## src/rtl/spi_pack_pkg.sv

```systemverilog
package spi_pack_pkg;

    localparam int WORD_W = 32;
    localparam int LANE_W = 2;

    typedef enum logic [1:0] {
        TX_IDLE,
        TX_FETCH,
        TX_SHIFT
    } tx_state_e;

    typedef enum logic {
        RX_IDLE,
        RX_GATHER
    } rx_state_e;

    // Reverse the bits of one byte
    function automatic logic [7:0] bit_flip(input logic [7:0] b);
        logic [7:0] r;
        for (int i = 0; i < 8; i++) begin
            r[i] = b[7-i];
        end
        return r;
    endfunction

    // Map a byte index inside a word to its lane
    function automatic logic [LANE_W-1:0] lane_sel(input logic [LANE_W-1:0] idx,
                                                   input logic swap);
        return swap ? ~idx : idx;
    endfunction

endpackage

```

## src/rtl/word_fifo.sv

```systemverilog
module word_fifo #(
    parameter int WIDTH = 32,
    parameter int DEPTH = 8
) (
    input  logic             clk,
    input  logic             rst_n,
    input  logic             flush,
    input  logic             push,
    input  logic [WIDTH-1:0] push_data,
    input  logic             pop,
    output logic [WIDTH-1:0] head,
    output logic             full,
    output logic             empty
);

    localparam int AW = (DEPTH > 1) ? $clog2(DEPTH) : 1;

    logic [WIDTH-1:0] mem [DEPTH];
    logic [AW-1:0]    wr_ptr;
    logic [AW-1:0]    rd_ptr;
    logic [AW:0]      count;
    logic             do_push;
    logic             do_pop;

    assign full    = (count == (AW+1)'(DEPTH));
    assign empty   = (count == '0);
    assign do_push = push && !full;
    assign do_pop  = pop && !empty;
    assign head    = mem[rd_ptr];

    always_ff @(posedge clk) begin
        if (do_push) begin
            mem[wr_ptr] <= push_data;
        end
    end

    always_ff @(posedge clk or negedge rst_n) begin
        if (!rst_n) begin
            wr_ptr <= '0;
            rd_ptr <= '0;
            count  <= '0;
        end else if (flush) begin
            wr_ptr <= '0;
            rd_ptr <= '0;
            count  <= '0;
        end else begin
            if (do_push) begin
                wr_ptr <= (wr_ptr == AW'(DEPTH-1)) ? '0 : wr_ptr + AW'(1);
            end
            if (do_pop) begin
                rd_ptr <= (rd_ptr == AW'(DEPTH-1)) ? '0 : rd_ptr + AW'(1);
            end
            case ({do_push, do_pop})
                2'b10:   count <= count + (AW+1)'(1);
                2'b01:   count <= count - (AW+1)'(1);
                default: count <= count;
            endcase
        end
    end

    AST_FIFO_FULL_HOLDS: assert property (@(posedge clk) disable iff (!rst_n || flush)
        full && !pop |=> full);

    AST_FIFO_EMPTY_READ: assert property (@(posedge clk) disable iff (!rst_n || flush)
        empty && !push |=> empty);

endmodule

```

## src/rtl/tx_unpacker.sv

```systemverilog
module tx_unpacker
    import spi_pack_pkg::*;
#(
    parameter int LEN_W = 10
) (
    input  logic              clk,
    input  logic              rst_n,
    input  logic              flush,
    input  logic              start,
    input  logic [LEN_W-1:0]  len,
    input  logic              msb_first,
    input  logic              swap,
    input  logic [WORD_W-1:0] word_in,
    input  logic              word_avail,
    output logic              pop,
    output logic [7:0]        byte_out,
    output logic              byte_valid,
    input  logic              byte_ready
);

    tx_state_e         state;
    tx_state_e         nxt;
    logic [WORD_W-1:0] hold;
    logic [LANE_W-1:0] lane;
    logic [LEN_W-1:0]  left;
    logic              take;
    logic [LANE_W-1:0] sel;
    logic [7:0]        raw;

    // State register
    always_ff @(posedge clk or negedge rst_n) begin
        if (!rst_n) begin
            state <= TX_IDLE;
        end else begin
            state <= nxt;
        end
    end

    // Next state and outputs
    always_comb begin
        nxt        = state;
        pop        = 1'b0;
        byte_valid = (state == TX_SHIFT);
        take       = 1'b0;
        if (flush) begin
            nxt = TX_IDLE;
        end else if (start) begin
            nxt = TX_FETCH;
        end else begin
            unique case (state)
                TX_IDLE: begin
                    nxt = TX_IDLE;
                end
                TX_FETCH: begin
                    if (left == '0) begin
                        nxt = TX_IDLE;
                    end else if (word_avail) begin
                        pop = 1'b1;
                        nxt = TX_SHIFT;
                    end
                end
                TX_SHIFT: begin
                    if (byte_ready) begin
                        take = 1'b1;
                        if (left == LEN_W'(1) || lane == '1) begin
                            nxt = TX_FETCH;
                        end
                    end
                end
                default: nxt = TX_IDLE;
            endcase
        end
    end

    // Word hold, lane index and byte count
    always_ff @(posedge clk or negedge rst_n) begin
        if (!rst_n) begin
            hold <= '0;
            lane <= '0;
            left <= '0;
        end else if (flush) begin
            lane <= '0;
            left <= '0;
        end else if (start) begin
            lane <= '0;
            left <= len;
        end else begin
            if (pop) begin
                hold <= word_in;
                lane <= '0;
            end
            if (take) begin
                left <= left - LEN_W'(1);
                lane <= lane + LANE_W'(1);
            end
        end
    end

    assign sel      = lane_sel(lane, swap);
    assign raw      = hold[{sel, 3'b000} +: 8];
    assign byte_out = msb_first ? raw : bit_flip(raw);

    AST_TX_HOLD_UNTIL_TAKEN: assert property (@(posedge clk) disable iff (!rst_n || flush)
        byte_valid && !byte_ready && !start |=> byte_valid);

    AST_TX_LEN_GUARD: assert property (@(posedge clk) disable iff (!rst_n)
        byte_valid |-> left != '0);

    AST_TX_FLUSH_QUIET: assert property (@(posedge clk) disable iff (!rst_n)
        flush |=> !byte_valid);

endmodule

```

## src/rtl/rx_packer.sv

```systemverilog
module rx_packer
    import spi_pack_pkg::*;
#(
    parameter int LEN_W = 10
) (
    input  logic              clk,
    input  logic              rst_n,
    input  logic              flush,
    input  logic              start,
    input  logic [LEN_W-1:0]  len,
    input  logic              msb_first,
    input  logic              swap,
    input  logic [7:0]        byte_in,
    input  logic              byte_valid,
    output logic              push,
    output logic [WORD_W-1:0] push_word
);

    rx_state_e         state;
    rx_state_e         nxt;
    logic [WORD_W-1:0] acc;
    logic [LANE_W-1:0] lane;
    logic [LEN_W-1:0]  left;
    logic              take;
    logic              last_lane;
    logic [LANE_W-1:0] sel;
    logic [7:0]        bits;
    logic [WORD_W-1:0] placed;

    assign sel       = lane_sel(lane, swap);
    assign bits      = msb_first ? byte_in : bit_flip(byte_in);
    assign placed    = acc | (WORD_W'(bits) << {sel, 3'b000});
    assign last_lane = (lane == '1) || (left == LEN_W'(1));

    // State register
    always_ff @(posedge clk or negedge rst_n) begin
        if (!rst_n) begin
            state <= RX_IDLE;
        end else begin
            state <= nxt;
        end
    end

    // Next state and outputs
    always_comb begin
        nxt       = state;
        take      = 1'b0;
        push      = 1'b0;
        push_word = placed;
        if (flush) begin
            nxt = RX_IDLE;
        end else if (start) begin
            nxt = RX_GATHER;
        end else begin
            unique case (state)
                RX_IDLE: begin
                    nxt = RX_IDLE;
                end
                RX_GATHER: begin
                    if (left == '0) begin
                        nxt = RX_IDLE;
                    end else if (byte_valid) begin
                        take = 1'b1;
                        push = last_lane;
                        if (left == LEN_W'(1)) begin
                            nxt = RX_IDLE;
                        end
                    end
                end
                default: nxt = RX_IDLE;
            endcase
        end
    end

    // Accumulator, lane index and byte count
    always_ff @(posedge clk or negedge rst_n) begin
        if (!rst_n) begin
            acc  <= '0;
            lane <= '0;
            left <= '0;
        end else if (flush) begin
            acc  <= '0;
            lane <= '0;
            left <= '0;
        end else if (start) begin
            acc  <= '0;
            lane <= '0;
            left <= len;
        end else if (take) begin
            left <= left - LEN_W'(1);
            if (last_lane) begin
                acc  <= '0;
                lane <= '0;
            end else begin
                acc  <= placed;
                lane <= lane + LANE_W'(1);
            end
        end
    end

    AST_RX_IDLE_NO_PUSH: assert property (@(posedge clk) disable iff (!rst_n)
        state == RX_IDLE |-> !push);

    AST_RX_LAST_BYTE_ENDS: assert property (@(posedge clk) disable iff (!rst_n || flush || start)
        take && left == LEN_W'(1) |=> state == RX_IDLE && acc == '0);

endmodule

```

## src/rtl/spi_word_packer.sv

```systemverilog
module spi_word_packer
    import spi_pack_pkg::*;
#(
    parameter int DEPTH_WORDS = 8,
    parameter int LEN_W       = 10
) (
    input  logic             clk,
    input  logic             rst_n,
    input  logic             flush,
    input  logic             xfer_start,
    input  logic [LEN_W-1:0] xfer_len,
    input  logic             tx_msb_first,
    input  logic             tx_swap,
    input  logic             rx_msb_first,
    input  logic             rx_swap,
    input  logic             tx_wr_en,
    input  logic [31:0]      tx_wr_data,
    output logic             tx_full,
    output logic             tx_overflow,
    input  logic             rx_rd_en,
    output logic [31:0]      rx_rd_data,
    output logic             rx_empty,
    output logic [7:0]       tx_byte,
    output logic             tx_byte_valid,
    input  logic             tx_byte_ready,
    input  logic [7:0]       rx_byte,
    input  logic             rx_byte_valid
);

    logic [WORD_W-1:0] tx_head;
    logic              tx_empty;
    logic              tx_pop;
    logic [WORD_W-1:0] rx_head;
    logic              rx_full;
    logic              rx_push;
    logic [WORD_W-1:0] rx_push_word;

    word_fifo #(.WIDTH(WORD_W), .DEPTH(DEPTH_WORDS)) u_tx_q (
        .clk       (clk),
        .rst_n     (rst_n),
        .flush     (flush),
        .push      (tx_wr_en),
        .push_data (tx_wr_data),
        .pop       (tx_pop),
        .head      (tx_head),
        .full      (tx_full),
        .empty     (tx_empty)
    );

    tx_unpacker #(.LEN_W(LEN_W)) u_unpack (
        .clk        (clk),
        .rst_n      (rst_n),
        .flush      (flush),
        .start      (xfer_start),
        .len        (xfer_len),
        .msb_first  (tx_msb_first),
        .swap       (tx_swap),
        .word_in    (tx_head),
        .word_avail (!tx_empty),
        .pop        (tx_pop),
        .byte_out   (tx_byte),
        .byte_valid (tx_byte_valid),
        .byte_ready (tx_byte_ready)
    );

    rx_packer #(.LEN_W(LEN_W)) u_pack (
        .clk        (clk),
        .rst_n      (rst_n),
        .flush      (flush),
        .start      (xfer_start),
        .len        (xfer_len),
        .msb_first  (rx_msb_first),
        .swap       (rx_swap),
        .byte_in    (rx_byte),
        .byte_valid (rx_byte_valid),
        .push       (rx_push),
        .push_word  (rx_push_word)
    );

    word_fifo #(.WIDTH(WORD_W), .DEPTH(DEPTH_WORDS)) u_rx_q (
        .clk       (clk),
        .rst_n     (rst_n),
        .flush     (flush),
        .push      (rx_push),
        .push_data (rx_push_word),
        .pop       (rx_rd_en),
        .head      (rx_head),
        .full      (rx_full),
        .empty     (rx_empty)
    );

    // Sticky overflow on a write into a full transmit queue
    always_ff @(posedge clk or negedge rst_n) begin
        if (!rst_n) begin
            tx_overflow <= 1'b0;
        end else if (flush) begin
            tx_overflow <= 1'b0;
        end else if (tx_wr_en && tx_full) begin
            tx_overflow <= 1'b1;
        end
    end

    assign rx_rd_data = rx_empty ? '0 : rx_head;

    AST_OVF_STICKY: assert property (@(posedge clk) disable iff (!rst_n)
        tx_overflow && !flush |=> tx_overflow);

    AST_OVF_ON_FULL_WRITE: assert property (@(posedge clk) disable iff (!rst_n)
        tx_wr_en && tx_full && !flush |=> tx_overflow);

    AST_RX_FULL_NO_GROW: assert property (@(posedge clk) disable iff (!rst_n || flush)
        rx_full && !rx_rd_en |=> rx_full);

endmodule

```

## config.mk

```make
export PLATFORM = sky130hd
export DESIGN_NAME = spi_word_packer
export DESIGN_NICKNAME = d
export VERILOG_FILES = /design/src/rtl/spi_pack_pkg.sv /design/src/rtl/word_fifo.sv /design/src/rtl/tx_unpacker.sv /design/src/rtl/rx_packer.sv /design/src/rtl/spi_word_packer.sv
export SDC_FILE = /design/constraint.sdc
export NUM_CORES = 1
export LEC_CHECK = 0
export BUFFER_PORTS_ARGS = -buffer_cell sky130_fd_sc_hd__buf_2
export CAP_MARGIN = 20
export CORE_UTILIZATION = 25
export DETAILED_ROUTE_END_ITERATION = 8
export REMOVE_ABC_BUFFERS = 1
export SLEW_MARGIN = 20
export SYNTH_ARGS = -nofsm -noshare
export SYNTH_HDL_FRONTEND = slang
export SYNTH_SLANG_ARGS = --single-unit
```

## constraint.sdc

```tcl
create_clock -name clk -period 5.7 [get_ports clk]
set_input_delay 0.57 -clock clk [delete_from_list [all_inputs] [get_ports clk]]
set_output_delay 0.57 -clock clk [all_outputs]
set_load 0.03 [all_outputs]
```

==> results of run 1 <==
registers in the layout, indices dropped and copies added, names as in the netlist:
name	cells
u_rx_q.mem	256
u_tx_q.mem	256
u_pack.acc	32
u_unpack.hold	32
u_pack.left	10
u_unpack.left	10
u_rx_q.count	4
u_tx_q.count	4
u_rx_q.rd_ptr	3
u_rx_q.wr_ptr	3
u_tx_q.rd_ptr	3
u_tx_q.wr_ptr	3
u_pack.lane	2
u_unpack.lane	2
u_unpack.state	2
tx_overflow	1
u_pack.state	1
kinds of logic (layout without fill, tap and decap cells):
| family | count (synthesis) | in the layout | synth area share (%) |
|---|---|---|---|
| mux | 226 | 226 | 15.81 |
| buf+inv | 120 | 310 | 1.928 |
| flops | 624 | 624 | 71.99 |
| simple gates | 228 | 228 | 4.301 |
| other cells | 0 | 1 | 0 |
| fa+ha+maj | 23 | 23 | 1.169 |
| compound gates | 172 | 172 | 3.964 |
| xor+xnor | 24 | 24 | 0.8325 |
cells in the mapped netlist, types with 3 or more instances:
library cell,instances
edfxtp_1,512
dfrtp_1,112
nor3_1,12
nor3_2,3
nand3_1,15
nand2b_1,8
nand4_1,3
mux4_2,134
buf_2,20
o21ai_0,41
nor2_1,101
nor4_1,5
inv_1,52
nand2_1,55
buf_1,12
ha_1,22
a21oi_1,93
clkbuf_1,33
xor2_1,13
mux2_2,16
xnor2_1,11
mux2i_1,73
nor3b_1,8
a21boi_0,17
final timing paths:
path | from | end | cells past startpoint
worst max-delay path | u_rx_q.rd_ptr[1]$_DFFE_PN0P_ | rx_rd_data[30] | 5
worst min-delay path | rst_n | tx_overflow$_DFFE_PN0P_ | 1
worst max register to register | u_unpack.left[6]$_DFFE_PN0P_ | u_tx_q.count[3]$_DFFE_PN0P_ | 9
worst min register to register | u_pack.acc[30]$_DFFE_PN0P_ | u_pack.acc[30]$_DFFE_PN0P_ | 2
max in group asynchronous | rst_n | u_rx_q.rd_ptr[0]$_DFFE_PN0P_ | 2
min in group clk | tx_wr_data[18] | u_tx_q.mem[0][18]$_DFFE_PP_ | 1
report_power, final:
part	internal, µW	switching, µW
sequential	5120	152
clock	2420	1790
combinational	697	1090
metrics by stage:
step / instances / total power (µW)
2_1_floorplan: 1350 / 6588
3_3_place_gp: 2781 / 7134
3_5_place_dp: 2781 / 7171
4_1_cts: 2902 / 11400
5_1_grt: 2905 / 11710
6_report: 2906 / 11270
per-layer routing:
layer,up-vias,routed length (µm)
met4,10,1091
met1,6748,22490
met5,-,57
met2,288,27860
met3,92,2383
li1,5826,-
area by class of cell:
type	instances	area [µm²]	share of cell area, %
diodes	1	2.502	0.008431
flip-flops and latches	624	18190	61.29
multi-input cells	673	6716	22.63
clock inverters	29	340.3	1.147
clock buffers	92	1790	6.033
well taps	1298	1624	5.472
repair buffers	136	817.0	2.753
inverters	53	198.9	0.6703
==> impl_metrics.env, run 1 <==
export IMPL_status="finished clean"
export IMPL_cts_hold_fix_buffers=0
export IMPL_power_leakage_uw=0.009946
export IMPL_cpPeakStageDelay_ns=0.95
export IMPL_cts_sinks=624
export IMPL_setup_violations_final=0
export IMPL_cp_start_kind="flop"
export IMPL_vias=12964
export IMPL_hold_viol=0
export IMPL_worst_slack_ns=1.977
export IMPL_critPathBufInv=2
export IMPL_nets=1639
export IMPL_slew_headroom_pct=20.76
export IMPL_synth_top_area_cell="edfxtp_1"
export IMPL_io_pin_count=106
export IMPL_fillCellCount=9835
export IMPL_slowest_stage="dfrtp_2"
export IMPL_io_buffers=105
export IMPL_utilization_pct=29.64
export IMPL_yosys_top_cells_area="edfxtp_1 (61%), mux4_2 (12%), dfrtp_1 (11%)"
export IMPL_synthArstFlopShare_pct=17.95
export IMPL_fin_crit_ns=3.723
export IMPL_synth_main_ff_cell="edfxtp_1"
export IMPL_cts_buffers_inserted=66
export IMPL_path_cells="buf_4, mux4_2, mux2i_1, nor2_1, buf_2"
export IMPL_crit_family="flip-flops"
export IMPL_insertion_delay_ns=0.62
export IMPL_drv_cap=0
export IMPL_die_w_um=319.8
export IMPL_area_growth_pct=17.55
export IMPL_grt_start_max_net_pins=74
export IMPL_cp_end_kind="output pin"
export IMPL_rrSetupSlack_ns=2.70
export IMPL_post_cts_resized=0
export IMPL_die_area_um2=102300
export IMPL_yosysWarningCount=0
export IMPL_ir_drop_mv=0.2605
export IMPL_cp_required_ns=5.13
export IMPL_grt_pass1_vias=13912
export IMPL_path_clk_slew_ns=0.06
export IMPL_synth_top_area_share_pct=60.89
export IMPL_synth_seq_cells=624
export IMPL_die_h_um=319.8
export IMPL_hold_path_class="primary input to async pin"
export IMPL_clock_path_buffers=3
export IMPL_worstMarginPinSlew_ns=1.156
export IMPL_cts_tree="done"
export IMPL_netlist_instances=1417
export IMPL_drv_slew=0
export IMPL_totalWireLength_mm=53.88
export IMPL_htree_levels=3
export IMPL_placed_cell_area_um2=27470
export IMPL_post_cts_buffers=0
export IMPL_design_area_um2=29680
export IMPL_wl_per_cell_um=18.54
export IMPL_drc=0
export IMPL_finalSetupTns_ns=0
export IMPL_synth_edf_count=512
export IMPL_clk_root_buffer_cell="clkbuf_16"
export IMPL_antenna_left=0
export IMPL_place_congestion=0.7069
export IMPL_synth_area_um2=25250
export IMPL_rsz0062_at_grt="no"
export IMPL_fmax_mhz=268.6
export IMPL_first_pass_iters=5
export IMPL_viasPerCell=4.461
export IMPL_critical_path_max_fanout=35
export IMPL_pre_cts_ws_ns=2.021
export IMPL_core_um2=100100
export IMPL_layout_commonest_cell="edfxtp_1"
export IMPL_syn_avg_cell_area_um2=17.82
export IMPL_track_usage_pct=10.61
export IMPL_top_usage_layer="met2"
export IMPL_ys_seq_area_share_pct=71.99
export IMPL_dpl_hpwl_mm=30.89
export IMPL_crit_type="flop to output pin"
export IMPL_grt_pass1_wl_mm=82.95
export IMPL_start_util_pct=25.21
export IMPL_cp_arrival_ns=3.15
export IMPL_rows=116
export IMPL_grt_use_met2_pct=18.96
export IMPL_drive_gt1_share_pct=26.14
export IMPL_fin_crit_sh_pct=65.31
export IMPL_yosysUniqueCellTypes=58
export IMPL_grt_overflow=0
export IMPL_timing_hold_ws_ns=0.0005147
export IMPL_antenna_found_initial=9
export IMPL_power_density_nw_per_um2=379.6
export IMPL_grt_use_met3_pct=2.166
export IMPL_most_common_layout_cells="edfxtp_1 (512), mux4_2 (134), dfrtp_1 (106)"
export IMPL_drt_iter0_markers=808
export IMPL_met1_usage_pct=12.84
export IMPL_skew_ns=0.02663
Note: power is estimated with default switching activity, not from simulation.
==> run 2, diff against run 1 <==
Clock period 5.7 ns to 3.05 ns, I/O delays scaled along.
==> run 2 against run 1 <==
Power increased by 89%. First-iteration DRC count increased by 14%. Worst setup slack got worse by 1.8 ns. Sequential share of layout area decreased by 1.6 points. Largest power group unchanged.
==> impl_metrics.env, run 2 (synthesis results as in run 1) <==
export IMPL_grt_use_met3_pct=1.976
export IMPL_fin_crit_sh_pct=94.02
export IMPL_status="finished clean"
export IMPL_die_h_um=319.8
export IMPL_vias=13237
export IMPL_rows=116
export IMPL_placed_cell_area_um2=27920
export IMPL_drv_slew=0
export IMPL_top_regs="u_rx_q.mem (256), u_tx_q.mem (256)"
export IMPL_place_congestion=0.7077
export IMPL_hold_viol=0
export IMPL_most_common_layout_cells="edfxtp_1 (512), mux4_2 (136), dfrtp_1 (106)"
export IMPL_drive_gt1_share_pct=27.02
export IMPL_core_um2=100100
export IMPL_antenna_left=0
export IMPL_htree_levels=3
export IMPL_cts_buffers_inserted=66
export IMPL_clk_root_buffer_cell="clkbuf_16"
export IMPL_grt_pass1_wl_mm=85.58
export IMPL_setup_violations_final=0
export IMPL_dpl_hpwl_mm=32.66
export IMPL_worstMarginPinSlew_ns=0.7718
export IMPL_first_pass_iters=5
export IMPL_fin_crit_ns=2.868
export IMPL_skew_ns=0.01429
export IMPL_wl_per_cell_um=18.81
export IMPL_ir_drop_mv=0.4725
export IMPL_grt_start_max_net_pins=113
export IMPL_finalSetupTns_ns=0
export IMPL_cp_arrival_ns=2.56
export IMPL_cp_required_ns=2.74
export IMPL_design_area_um2=30470
export IMPL_power_leakage_uw=0.01027
export IMPL_layout_cells_non_filler=2961
export IMPL_totalWireLength_mm=55.70
export IMPL_cp_end_kind="output pin"
export IMPL_die_w_um=319.8
export IMPL_cts_sinks=624
export IMPL_path_clk_slew_ns=0.06
export IMPL_io_pin_count=106
export IMPL_top_usage_layer="met2"
export IMPL_insertion_delay_ns=0.60
export IMPL_cp_start_kind="flop"
export IMPL_met1_usage_pct=13.48
export IMPL_fillCellCount=9789
export IMPL_die_area_um2=102300
export IMPL_drv_cap=0
export IMPL_antenna_found_initial=2
export IMPL_area_growth_pct=20.66
export IMPL_track_usage_pct=10.98
export IMPL_cts_tree="done"
export IMPL_start_util_pct=25.21
export IMPL_nets=1693
export IMPL_timing_hold_ws_ns=0.04734
export IMPL_slew_headroom_pct=48.07
export IMPL_rsz0062_at_grt="no"
export IMPL_power_density_nw_per_um2=698.3
export IMPL_viasPerCell=4.470
export IMPL_grt_pass1_vias=14158
export IMPL_numPlacedInstances=2799
export IMPL_layout_commonest_cell="edfxtp_1"
export IMPL_drc=0
export IMPL_critical_path_max_fanout=38
export IMPL_grt_use_met2_pct=19.53
export IMPL_fmax_mhz=348.7
export IMPL_clock_path_buffers=3
export IMPL_io_buffers=105
export IMPL_hold_path_class="primary input to flop"
export IMPL_crit_type="flop to output pin"
export IMPL_grt_overflow=0
export IMPL_drt_iter0_markers=921
run 2: path summary, 6_finish.rpt:
path | from | endpoint | slack [ns] | cells past startpoint
min | xfer_len[1] | u_unpack.left[1]$_DFFE_PN0P_ | 0.05 | 3
min reg2reg | u_pack.acc[21]$_DFFE_PN0P_ | u_pack.acc[21]$_DFFE_PN0P_ | 0.48 | 2
min in group asynchronous | rst_n | u_tx_q.rd_ptr[1]$_DFFE_PN0P_ | 0.35 | 3
max in group asynchronous | rst_n | u_rx_q.rd_ptr[0]$_DFFE_PN0P_ | 2.10 | 3
max reg2reg | u_pack.lane[0]$_DFFE_PN0P_ | u_rx_q.count[3]$_DFFE_PN0P_ | 0.25 | 9
max | u_rx_q.rd_ptr[1]$_DFFE_PN0P_ | rx_rd_data[26] | 0.18 | 5
run 2: power by group:
part           leakage [µW]  total (µW)  switching [µW]  internal (µW)
Sequential          0.00612        9810             251           9560
Clock               0.00106        7900            3280           4620
Combinational       0.00309        3570            2140           1420
run 2: metal layers:
metal  vias to the layer above  part of all wire (%)
li1                       5929                     -
met1                      6903                    42
met2                       320                    52
met3                        83                   4.4
met4                         2                   2.1
met5                         -                 0.023
run 2: critical path: stages (launching register included):
cell and delay (ns):
dfrtp_2 0.65, buf_12 0.32, mux4_2 0.33, mux2i_1 0.36
nor2_1 0.09, buf_2 0.20
run 2: what timing repair did:
| item | in CTS | in global routing |
|---|---|---|
| gates resized for setup | 3 | 1 |
| endpoints found under the hold margin | 371 | 0 |
| hold buffers | 35 | 0 |
| setup endpoints to repair | 7 | 2 |
| setup buffers | 4 | 0 |
run 2: layout make-up:
type / count / area [µm²] / share of cell area [%]
Sequential cell: 624 / 18190 / 59.70
Multi-Input combinational cell: 673 / 6720 / 22.06
Clock buffer: 98 / 1903 / 6.246
Tap cell: 1298 / 1624 / 5.331
Timing Repair Buffer: 190 / 1583 / 5.195
Clock inverter: 24 / 245.2 / 0.8049
Inverter: 53 / 198.9 / 0.6530
Antenna cell: 1 / 2.502 / 0.008214
run 2: per-stage QoR:
| step | power, µW | utilization (%) | setup WS (ns) |
|---|---|---|---|
| after detailed placement | 13530 | 27.88 | 0.2824 |
| final | 21270 | 30.42 | 0.1823 |
| after global placement | 13450 | 27.88 | 0.3484 |
| after global routing | 22140 | 30.42 | 0.05922 |
| after CTS | 21550 | 30.42 | 0.008595 |
| after floorplan | 12310 | - | -3.874 |
